File: config.mk
export PLATFORM = sky130hd
export DESIGN_NAME = irq_prio_ctrl
export DESIGN_NICKNAME = d
export VERILOG_FILES = /design/src/rtl/irq_prio_ctrl.sv
export SDC_FILE = /design/constraint.sdc
export NUM_CORES = 1
export LEC_CHECK = 0
export ABC_CLOCK_PERIOD_IN_PS = 3400
export BUFFER_PORTS_ARGS = -buffer_cell sky130_fd_sc_hd__buf_4
export CAP_MARGIN = 0
export CORE_MARGIN = 2
export CORE_UTILIZATION = 35
export DETAILED_ROUTE_END_ITERATION = 8
export SLEW_MARGIN = 20
export SYNTH_ARGS = -nofsm -noshare
export SYNTH_HDL_FRONTEND = slang
export SYNTH_SLANG_ARGS = --single-unit
export TNS_END_PERCENT = 5
File: constraint.sdc
create_clock -name clk -period 3.4 [get_ports clk]
set_input_delay 0.51 -clock clk [delete_from_list [all_inputs] [get_ports clk]]
set_output_delay 0.51 -clock clk [all_outputs]
set_load 0.01 [all_outputs]
File: src/rtl/irq_prio_ctrl.sv
module irq_prio_ctrl #(
  parameter int NCPU = 16
) (
  input  logic        clk,
  input  logic        rst_n,
  input  logic        bus_en,
  input  logic        bus_we,
  input  logic [7:0]  bus_addr,
  input  logic [31:0] bus_wdata,
  output logic [31:0] bus_rdata,
  input  logic [15:0] irq_req,
  input  logic        ack_valid,
  input  logic [3:0]  ack_num,
  output logic [3:0]  irq_num
);
  localparam int NSRC = 16;
  localparam logic [NSRC-1:0] VMASK = {{(NSRC-1){1'b1}}, 1'b0};

  logic [NSRC-1:0] lvl_q, pend_q, bcast_q;
  logic [NSRC-1:0] mask_q  [NCPU];
  logic [NSRC-1:0] force_q [NCPU];
  logic [NSRC-1:0] force_d [NCPU];
  logic [NSRC-1:0] s1, s2, s3;

  wire [5:0] widx    = bus_addr[7:2];
  wire [3:0] cpu_sel = widx[3:0];
  wire       wr      = bus_en & bus_we;
  wire       wr_lvl  = wr && widx == 6'd0;
  wire       wr_alias= wr && widx == 6'd2;
  wire       wr_clr  = wr && widx == 6'd3;
  wire       wr_bc   = wr && widx == 6'd5;
  wire       wr_mask = wr && widx[5:4] == 2'b01;
  wire       wr_frc  = wr && widx[5:4] == 2'b10;

  wire [NSRC-1:0] wlo    = bus_wdata[NSRC-1:0] & VMASK;
  wire [NSRC-1:0] whi    = bus_wdata[31:16] & VMASK;
  wire [NSRC-1:0] rise_v = s2 & ~s3 & VMASK;
  wire [NSRC-1:0] ack_v  = ack_valid ? ((NSRC'(1) << ack_num) & VMASK) : '0;
  wire [NSRC-1:0] clr_v  = (wr_clr ? wlo : '0) | ack_v;

  always_ff @(posedge clk) begin
    if (!rst_n) begin
      s1 <= '0; s2 <= '0; s3 <= '0;
      lvl_q <= '0; pend_q <= '0; bcast_q <= '0;
    end else begin
      s1 <= irq_req; s2 <= s1; s3 <= s2;
      if (wr_lvl) lvl_q <= wlo;
      if (wr_bc)  bcast_q <= wlo;
      pend_q <= (pend_q & ~clr_v) | (rise_v & ~bcast_q);
    end
  end

  for (genvar c = 0; c < NCPU; c++) begin : g_cpu
    always_comb begin
      force_d[c] = force_q[c];
      if (wr_frc && cpu_sel == 4'(c)) force_d[c] = (force_d[c] | wlo) & ~whi;
      if (c == 0) begin
        if (wr_alias) force_d[c] = wlo;
        force_d[c] = force_d[c] & ~clr_v;
      end
      force_d[c] = force_d[c] | (rise_v & bcast_q);
    end
    always_ff @(posedge clk) begin
      if (!rst_n) begin
        force_q[c] <= '0;
        mask_q[c]  <= '0;
      end else begin
        force_q[c] <= force_d[c];
        if (wr_mask && cpu_sel == 4'(c)) mask_q[c] <= wlo;
      end
    end
  end

  always_comb begin
    bus_rdata = '0;
    case (widx)
      6'd0: bus_rdata[NSRC-1:0] = lvl_q;
      6'd1: bus_rdata[NSRC-1:0] = pend_q;
      6'd2: bus_rdata[NSRC-1:0] = force_q[0];
      6'd5: bus_rdata[NSRC-1:0] = bcast_q;
      default: begin
        if (int'(cpu_sel) < NCPU) begin
          if (widx[5:4] == 2'b01) bus_rdata[NSRC-1:0] = mask_q[cpu_sel];
          if (widx[5:4] == 2'b10) bus_rdata[NSRC-1:0] = force_q[cpu_sel];
        end
      end
    endcase
  end

  function automatic logic [3:0] top_bit(input logic [NSRC-1:0] v);
    top_bit = '0;
    for (int i = 1; i < NSRC; i++) if (v[i]) top_bit = 4'(i);
  endfunction

  wire [NSRC-1:0] eff_v  = (pend_q | force_q[0]) & mask_q[0];
  wire [NSRC-1:0] hi_v   = eff_v & lvl_q;
  wire [NSRC-1:0] pick_v = (|hi_v) ? hi_v : eff_v;

  always_ff @(posedge clk) begin
    if (!rst_n) irq_num <= '0;
    else        irq_num <= top_bit(pick_v);
  end

  assert_bit0_unused_R2: assert property (@(posedge clk) disable iff (!rst_n)
    !pend_q[0] && !lvl_q[0] && !force_q[0][0] && !mask_q[0][0]);

  assert_edge_to_pending_R3: assert property (@(posedge clk) disable iff (!rst_n)
    ($past(rise_v & ~bcast_q) & ~pend_q) == '0);

  assert_bcast_reaches_all_R4: assert property (@(posedge clk) disable iff (!rst_n)
    (($past(rise_v & bcast_q) & ~force_q[0]) == '0) &&
    (($past(rise_v & bcast_q) & ~force_q[NCPU-1]) == '0));

  assert_num_is_active_R5: assert property (@(posedge clk) disable iff (!rst_n)
    irq_num != 4'd0 |-> (($past(eff_v) >> irq_num) & NSRC'(1)) != '0);

  assert_high_group_first_R5: assert property (@(posedge clk) disable iff (!rst_n)
    (irq_num != 4'd0 && $past(|(eff_v & lvl_q))) |-> (($past(lvl_q) >> irq_num) & NSRC'(1)) != '0);

  assert_ack_clears_R6: assert property (@(posedge clk) disable iff (!rst_n)
    (ack_valid && ack_num != 4'd0 && !rise_v[ack_num])
      |=> !pend_q[$past(ack_num)] && !force_q[0][$past(ack_num)]);

  assert_pend_ignores_bus_R9: assert property (@(posedge clk) disable iff (!rst_n)
    (pend_q & ~$past(pend_q)) == ($past(rise_v & ~bcast_q) & ~$past(pend_q)));
endmodule

==> impl_metrics.env, run 1 <==
export IMPL_tns_ns=0
export IMPL_reg2reg_setup_slack_ns=0.85
export IMPL_synth_compound_area_share_pct=20.2
export IMPL_numCtsBuffers=58
export IMPL_cp_arrival_ns=2.86
export IMPL_place_inst=3401
export IMPL_synth_mux_area_share_pct=12.5
export IMPL_final_cell_mix="a21oi_1, dfxtp_1, and2_1"
export IMPL_reg2regPathDepth=9
export IMPL_dr_pass1_iters=6
export IMPL_gp_congestion=0.904
export IMPL_worstSetupPathType="register to output port"
export IMPL_rsz0062_at_grt="no"
export IMPL_grt_pass1_vias=19200
export IMPL_h_tree_depth=2
export IMPL_viasPerCell=5.67
export IMPL_avgRoutedWirePerCell_um=23.8
export IMPL_layout_nets=2487
export IMPL_outcome="completed"
export IMPL_synth_simple_gate_area_share_pct=11.4
export IMPL_fin_cells=3511
export IMPL_max_freq_mhz=297
export IMPL_cp_max_fo=3
export IMPL_p_per_area_mw_per_mm2=488
export IMPL_drv_cap=0
export IMPL_syn_cell_area_mm2=0.0271
export IMPL_ys_ff_latch=574
export IMPL_synth_warnings=0
export IMPL_ys_seq_area_share_pct=51.3
export IMPL_grt_pass1_wl_mm=124
export IMPL_period_share_pct=99.0
export IMPL_synth_edf_count=240
export IMPL_relSlewSlack_pct=38.5
export IMPL_synth_top_family_by_area="compound AO/OA/AOI/OAI gates"
export IMPL_track_usage_pct=20.8
export IMPL_regToRegEndpoint="irq_num[0]"
export IMPL_drt_total_wl_mm=83.5
export IMPL_whs_endpoint="s1[4]"
export IMPL_clock_latency_ns=0.63
export IMPL_ant_nets=0
export IMPL_hpwl_mm=54.0
export IMPL_min_delay_path_class="primary input to register"
export IMPL_dieArea_mm2=0.0797
export IMPL_fin_crit_ns=3.37
export IMPL_die_x_um=282
export IMPL_cp_start_kind="register"
export IMPL_row_count=102
export IMPL_fin_skew_ns=0.0285
export IMPL_die_h_um=282
export IMPL_leakage_nw=10.9
export IMPL_netlist_instances=2459
export IMPL_antenna_found_initial=1
export IMPL_hold_start="irq_req[4]"
export IMPL_required_ns=2.89
export IMPL_holdBufCountCts=0
export IMPL_hold_slack_ns=0.0865
export IMPL_clk_pin_slew_ns=0.06
export IMPL_synthArstFlopShare_pct=0
export IMPL_cts_tree="built"
export IMPL_grt_max_degree=124
export IMPL_layout_cells_most_common="a21oi_1"
export IMPL_drv_slew=0
export IMPL_setup_viol=0
export IMPL_coreArea_mm2=0.0771
export IMPL_fillers=7238
export IMPL_start_util_pct=35.2
export IMPL_io_pins=101
export IMPL_grt_overflow_total=0
export IMPL_hold_viol=0
export IMPL_synth_avg_cell_area_um2=11.0
export IMPL_synth_xor_area_share_pct=0
export IMPL_critPathCaptureType="output port"
export IMPL_layout_drive_gt1_share_pct=18.4
export IMPL_dr_total_vias=19900
export IMPL_worst_pin_slew_ns=0.918
export IMPL_synth_fa_ha_area_share_pct=0
export IMPL_drt_first_iter_violations=2122
export IMPL_irDropWorstVdd_mv=0.357
export IMPL_whs_path_depth=2
export IMPL_drcViolationCount=0
export IMPL_ctsLongestPathBuffers=3
export IMPL_timing_rr_start="mask_q[0][11]"
export IMPL_clkSinkCount=574
export IMPL_synth_cell_types=44
export IMPL_syn_to_final_growth_pct=13.6
export IMPL_io_buffers=78
export IMPL_synthFlopType="dfxtp_1"
export IMPL_cts_root_buf="clkbuf_16"
-- cell type report --
cell class              instances  area, µm²  area share, %
diodes                          2       5.00         0.0163
clock buffers                  80       1640           5.32
clock inverters                27        267          0.866
multi-input cells            1605      12100           39.3
flip-flops and latches        574      13900           45.1
well taps                    1040       1300           4.23
repair buffers                183       1590           5.16
-- synth_stat cells, types with 9 or more instances --
library cell	count	area share, %
and3b_1	15	0.48
mux4_2	150	12
o21ai_0	35	0.65
nor2b_1	37	0.85
o211ai_1	15	0.42
o21a_1	248	6.9
and2_1	287	6.6
buf_4	18	0.50
dfxtp_1	334	25
nor3b_1	16	0.44
a21boi_0	30	0.83
nand3_1	25	0.46
buf_2	31	0.57
nand2_1	72	1.0
a211oi_1	15	0.42
a21oi_1	466	8.6
clkbuf_1	214	3.0
nor2_1	71	0.98
a22oi_1	56	1.6
o221ai_1	9	0.29
edfxtp_1	240	27
buf_1	29	0.40
-- cell families after synthesis --
family          Yosys count
flops                   574
other cells               1
buf+inv                 296
mux                     150
compound gates          892
simple gates            546
-- critical path, cell delays in order, from the launching register on --
cell      delay (ns)
edfxtp_1        0.51
mux4_2          0.55
mux4_2          0.55
a22oi_2         0.29
nand3_1         0.16
buf_4           0.17
-- how the worst max path moves through the flow --
| stage | slack (ns) | from | cells past startpoint | endpoint |
|---|---|---|---|---|
| final | 0.03 | mask_q[0][13] | 5 | bus_rdata[14] |
| after global routing | 0.008 | mask_q[0][5] | 5 | bus_rdata[6] |
| after CTS | 0.003 | mask_q[0][13] | 5 | bus_rdata[14] |
| after floorplan | 0.46 | bus_addr[4] | 4 | mask_q[12][0] |
| after global placement | 0.02 | bus_addr[2] | 7 | bus_rdata[14] |
| after detailed placement | 0.03 | bus_addr[2] | 7 | bus_rdata[14] |
-- power by group --
part           internal [mW]  leakage, nW  switching, mW
clock                   3.73        0.936           2.73
combinational          0.421         5.01          0.684
sequential              7.36         4.98         0.0879
-- routing by layer --
| layer | track usage [%] | share of wire [%] | vias up |
|---|---|---|---|
| met3 | 3.54 | 7.7 | 167 |
| met4 | 8.56 | 4.1 | 0 |
| met2 | 33.5 | 47 | 862 |
| li1 | - | - | 8909 |
| met5 | 0 | 0 | - |
| met1 | 27.9 | 42 | 9963 |
-- sequential cells by signal, indices dropped and copies added (netlist names) --
register and cells:
s1 15, s2 15, irq_num 4, pend_q 15, lvl_q 15, force_q 240, mask_q 240, s3 15
bcast_q 15
-- stage by stage --
step | area [µm²] | total power [mW] | setup WS [ns] | util [%]
detailed placement | 28800 | 8.69 | 0.0304 | 37.4
floorplan | 27200 | 8.22 | 0.463 | -
CTS | 30800 | 15.1 | 0.00332 | 39.9
global route | 30800 | 15.4 | 0.00756 | 39.9
global placement | 28800 | 8.66 | 0.0193 | 37.4
finish | 30800 | 15.0 | 0.0344 | 39.9
-- repair_timing --
item | CTS | global route
buffers inserted | 1 | 0
gates resized for setup | 1 | 5
pin swaps | 0 | 0
endpoints found under the setup margin | 2 | 8
Note: power is estimated with default switching activity, not from simulation.
==> run 2: changes to the inputs <==
MAX_ROUTING_LAYER = met4   (was not set)
==> run 2 against run 1 <==
Non-clock buffer count did not move. Count of clock-buffer cells in the layout did not move. Combinational power barely moved. Global-route usage rose by 0.64 points. Total power barely moved. Die area did not move. Sequential share of layout area did not move. Utilization did not move. Cell count did not move. Design area did not move. Clock skew fell by 0.0054 ns. Largest power group unchanged.
==> impl_metrics.env, run 2 (synthesized netlist as in run 1, its figures left out) <==
export IMPL_leakage_nw=10.9
export IMPL_io_buffers=78
export IMPL_viasPerCell=5.68
export IMPL_outcome="completed"
export IMPL_io_pins=101
export IMPL_relSlewSlack_pct=38.0
export IMPL_drt_total_wl_mm=83.4
export IMPL_switching_share_pct=23.3
export IMPL_combPwrFrac_pct=7.4
export IMPL_drt_first_iter_violations=1937
export IMPL_required_ns=2.89
export IMPL_clock_latency_ns=0.63
export IMPL_dr_pass1_iters=6
export IMPL_cts_root_buf="clkbuf_16"
export IMPL_die_h_um=282
export IMPL_clkSinkCount=574
export IMPL_antenna_found_initial=1
export IMPL_fin_skew_ns=0.0231
export IMPL_numCtsBuffers=58
export IMPL_layout_cells_most_common="a21oi_1"
export IMPL_reg_largest_list="force_q x240, mask_q x240"
export IMPL_setup_viol=0
export IMPL_coreArea_mm2=0.0771
export IMPL_grt_pass1_wl_mm=124
export IMPL_path_cells="mux4_2 > mux4_2 > a22oi_1 > nand3_1 > buf_4"
export IMPL_h_tree_depth=2
export IMPL_seq_power_share_pct=49.6
export IMPL_grt_overflow_total=0
export IMPL_fin_cells=3511
export IMPL_cp_common_cell="mux4_2"
export IMPL_fin_crit_ns=3.38
export IMPL_drv_slew=0
export IMPL_die_x_um=282
export IMPL_start_util_pct=35.2
export IMPL_cts_tree="built"
export IMPL_grt_pass1_vias=19300
export IMPL_cp_max_fo=3
export IMPL_avgRoutedWirePerCell_um=23.8
export IMPL_hold_slack_ns=0.0930
export IMPL_fillers=7238
export IMPL_gp_congestion=0.919
export IMPL_critical_path_slowest_cell="mux4_2"
export IMPL_grt_max_degree=124
export IMPL_syn_to_final_growth_pct=13.6
export IMPL_max_stage_delay_ns=0.55
export IMPL_critPathCaptureType="output port"
export IMPL_drcViolationCount=0
export IMPL_irDropWorstVdd_mv=0.354
export IMPL_row_count=102
export IMPL_hold_viol=0
export IMPL_drv_cap=0
export IMPL_period_share_pct=99.3
export IMPL_tns_ns=0
export IMPL_max_freq_mhz=296
export IMPL_cp_start_kind="register"
export IMPL_layout_drive_gt1_share_pct=18.4
export IMPL_dieArea_mm2=0.0797
export IMPL_ant_nets=0
export IMPL_hpwl_mm=54.0
export IMPL_switchingPower_mw=3.50
export IMPL_power_internal_mw=11.5
export IMPL_cp_arrival_ns=2.87
export IMPL_worst_pin_slew_ns=0.926
export IMPL_place_inst=3401
export IMPL_p_per_area_mw_per_mm2=488
export IMPL_min_delay_path_class="primary input to register"
export IMPL_final_cell_mix="a21oi_1, dfxtp_1, and2_1"
export IMPL_ctsLongestPathBuffers=3
export IMPL_dr_total_vias=20000
export IMPL_layout_nets=2487
export IMPL_clk_pin_slew_ns=0.06
export IMPL_worstSetupPathType="register to output port"
export IMPL_rsz0062_at_grt="no"
export IMPL_post_route_util_pct=39.9
export IMPL_track_usage_pct=21.5
export IMPL_clockPowerShare_pct=43.1
[run 2: cell counts in the layout (fill, tap and decap cells not counted)]
Identical to the previous run, type by type.
[run 2: worst paths after layout]
kind | start | to | slack (ns) | cells after the start
worst max register to register | mask_q[0][11] | irq_num[0] | 0.80 | 9
worst min register to register | s1[3] | s2[3] | 0.43 | 1
worst min-delay path | irq_req[4] | s1[4] | 0.09 | 2
worst max-delay path | mask_q[0][9] | bus_rdata[10] | 0.02 | 5
[run 2: stage by stage]
step	cell area, µm²	setup slack [ns]	total power, mW
after floorplan	27200	0.463	8.22
after global placement	28800	0.0193	8.66
after detailed placement	28800	0.0304	8.69
after CTS	30800	0.00332	15.1
after global routing	30800	0.00751	15.4
final	30800	0.0236	15.0
[run 2: power groups by stage]
stage	Clock [mW]	Sequential, mW	Combinational, mW
2_1_floorplan	0	7.56	0.667
3_3_place_gp	0	7.59	1.08
3_5_place_dp	0	7.60	1.09
4_1_cts	6.56	7.45	1.09
5_1_grt	6.81	7.46	1.16
6_report	6.46	7.45	1.10
[run 2: final cells by class]
| type | instances | area [µm²] | share of cell area [%] |
|---|---|---|---|
| Tap cell | 1040 | 1300 | 4.23 |
| Multi-Input combinational cell | 1605 | 12100 | 39.3 |
| Sequential cell | 574 | 13900 | 45.1 |
| Clock buffer | 80 | 1640 | 5.32 |
| Antenna cell | 2 | 5.00 | 0.0163 |
| Timing Repair Buffer | 183 | 1590 | 5.16 |
| Clock inverter | 27 | 267 | 0.866 |
[run 2: worst max-delay path: cells and delay by family, from the launching register on]
| kind | cells | cell delay, ns |
|---|---|---|
| buffers and inverters | 1 | 0.20 |
| and+or+nand+nor | 1 | 0.20 |
| muxes | 2 | 1.10 |
| DFF | 1 | 0.50 |
| AOI/OAI and AO/OA | 1 | 0.26 |
[run 2: layer usage]
| layer | vias to the layer above | global-route usage [%] | wire length (µm) |
|---|---|---|---|
| li1 | 8915 | - | - |
| met1 | 9987 | 27.9 | 34700 |
| met2 | 891 | 33.4 | 39000 |
| met3 | 166 | 3.49 | 6380 |
| met4 | 0 | 8.70 | 3320 |
| met5 | - | - | 0 |
[run 2: repair_timing]
action                                  in CTS  in global routing
resized for setup                            1                  5
hold buffers                                 0                  0
endpoints found under the setup margin       2                  8
buffers inserted                             1                  0
==> run 3: changes to the inputs <==
==> constraint.sdc (replaced) <==
create_clock -name clk -period 3.4 [get_ports clk]
set_input_delay 0.17 -clock clk [delete_from_list [all_inputs] [get_ports clk]]
set_output_delay 0.17 -clock clk [all_outputs]
set_load 0.01 [all_outputs]
==> run 3 against run 2 <==
Register-to-register slack worse by 0.08 ns. Critical path depth is the same. Global-route usage shrank 0.29 points.
==> impl_metrics.env, run 3 (synthesized netlist as in run 1, its figures left out) <==
export IMPL_outcome="completed"
export IMPL_layout_drive_gt1_share_pct=17.0
export IMPL_dr_total_vias=19900
export IMPL_worst_pin_slew_ns=1.27
export IMPL_coreArea_mm2=0.0771
export IMPL_p_per_area_mw_per_mm2=487
export IMPL_layout_nets=2492
export IMPL_setup_viol=0
export IMPL_start_util_pct=35.2
export IMPL_hold_slack_ns=0.0365
export IMPL_clkSinkCount=574
export IMPL_min_delay_path_class="primary input to register"
export IMPL_fin_skew_ns=0.0204
export IMPL_ant_nets=0
export IMPL_drcViolationCount=0
export IMPL_crit_start="mask_q[0][0]"
export IMPL_clk_pin_slew_ns=0.07
export IMPL_io_pins=101
export IMPL_cp_max_fo=3
export IMPL_row_count=102
export IMPL_rsz0062_at_grt="no"
export IMPL_critPathCaptureType="output port"
export IMPL_relSlewSlack_pct=15.2
export IMPL_post_route_util_pct=40.0
export IMPL_max_freq_mhz=317
export IMPL_dieArea_mm2=0.0797
export IMPL_antenna_found_initial=2
export IMPL_io_buffers=78
export IMPL_numCtsBuffers=57
export IMPL_fin_cells=3517
export IMPL_drv_cap=0
export IMPL_cp_arrival_ns=2.99
export IMPL_gp_congestion=0.901
export IMPL_irDropWorstVdd_mv=0.348
export IMPL_dr_pass1_iters=6
export IMPL_cp_start_kind="register"
export IMPL_worstSetupPathType="register to output port"
export IMPL_drt_first_iter_violations=2324
export IMPL_cts_tree="built"
export IMPL_hold_viol=0
export IMPL_cts_resized=0
export IMPL_required_ns=3.23
export IMPL_drt_total_wl_mm=83.0
export IMPL_final_cell_mix="a21oi_1, dfxtp_1, and2_1"
export IMPL_avgRoutedWirePerCell_um=23.6
export IMPL_reg_largest_list="force_q x240, mask_q x240"
export IMPL_ctsLongestPathBuffers=3
export IMPL_grt_max_degree=243
export IMPL_period_share_pct=92.9
export IMPL_leakage_nw=10.9
export IMPL_track_usage_pct=21.2
export IMPL_die_x_um=282
export IMPL_place_inst=3371
export IMPL_fin_crit_ns=3.16
export IMPL_cts_root_buf="clkbuf_16"
export IMPL_hpwl_mm=52.6
export IMPL_timing_rr_start="mask_q[0][0]"
export IMPL_die_h_um=282
export IMPL_h_tree_depth=2
export IMPL_viasPerCell=5.67
export IMPL_tns_ns=0
export IMPL_clock_latency_ns=0.63
export IMPL_p_total_mw=15.0
export IMPL_hold_start="bus_wdata[9]"
export IMPL_drv_slew=0
export IMPL_grt_overflow_total=0
export IMPL_grt_pass1_vias=19000
export IMPL_syn_to_final_growth_pct=13.7
export IMPL_grt_pass1_wl_mm=123
export IMPL_layout_cells_most_common="a21oi_1"
==> run 3: cell types whose count changed in the layout (fill, tap and decap cells not counted), sizes merged <==
| cell | delta |
|---|---|
| dlygate4sd3 | +37 |
| buf | -32 |
| clkbuf | -1 |
| diode | +1 |
| inv | +1 |
==> run 3: power breakdown <==
group          internal [mW]  switching [mW]  total [mW]
registers               7.36          0.0859        7.44
logic                  0.423           0.691        1.11
clock network           3.68            2.76        6.44
total                   11.5            3.54        15.0
==> run 3: what timing repair did <==
item | 4_1_cts | 5_1_grt
endpoints found under the hold margin | 203 | 0
hold buffers | 37 | 0
buffers inserted | 0 | 0
endpoints found under the setup margin | 0 | 0
==> run 3: path summary, 6_finish.rpt <==
check	endpoint	slack [ns]	depth (start not counted)
max	bus_rdata[1]	0.24	5
min	bcast_q[9]	0.04	3
max reg2reg	irq_num[1]	0.72	8
min reg2reg	s2[13]	0.44	1
==> run 3: stage by stage <==
step,worst slack (ns),area [µm²]
detailed placement,0.597,28500
global placement,0.460,28500
finish,0.243,30800
floorplan,0.803,27200
global route,0.234,30800
CTS,0.247,30800
==> run 3: metal layers <==
layer,GRT usage (%),wire [µm],part of all wire [%]
met3,3.23,5950,7.2
met1,27.6,34600,42
met5,-,0,0
met4,9.40,3950,4.8
met2,32.7,38500,46
==> run 3: worst max-delay path, cell delays in order, from the launching register on <==
cell	delay, ns
edfxtp_1	0.56
mux4_2	0.58
mux4_2	0.57
a22oi_1	0.21
nand3_1	0.22
buf_4	0.22
==> run 3: cell type report <==
class | count | area, µm²
clock inverter | 28 | 273
sequential | 574 | 13900
fill | 7254 | 46300
tap | 1040 | 1300
multi-input combinational | 1605 | 12100
clock buffer | 78 | 1610
antenna | 3 | 7.51
timing repair buffer | 189 | 1630
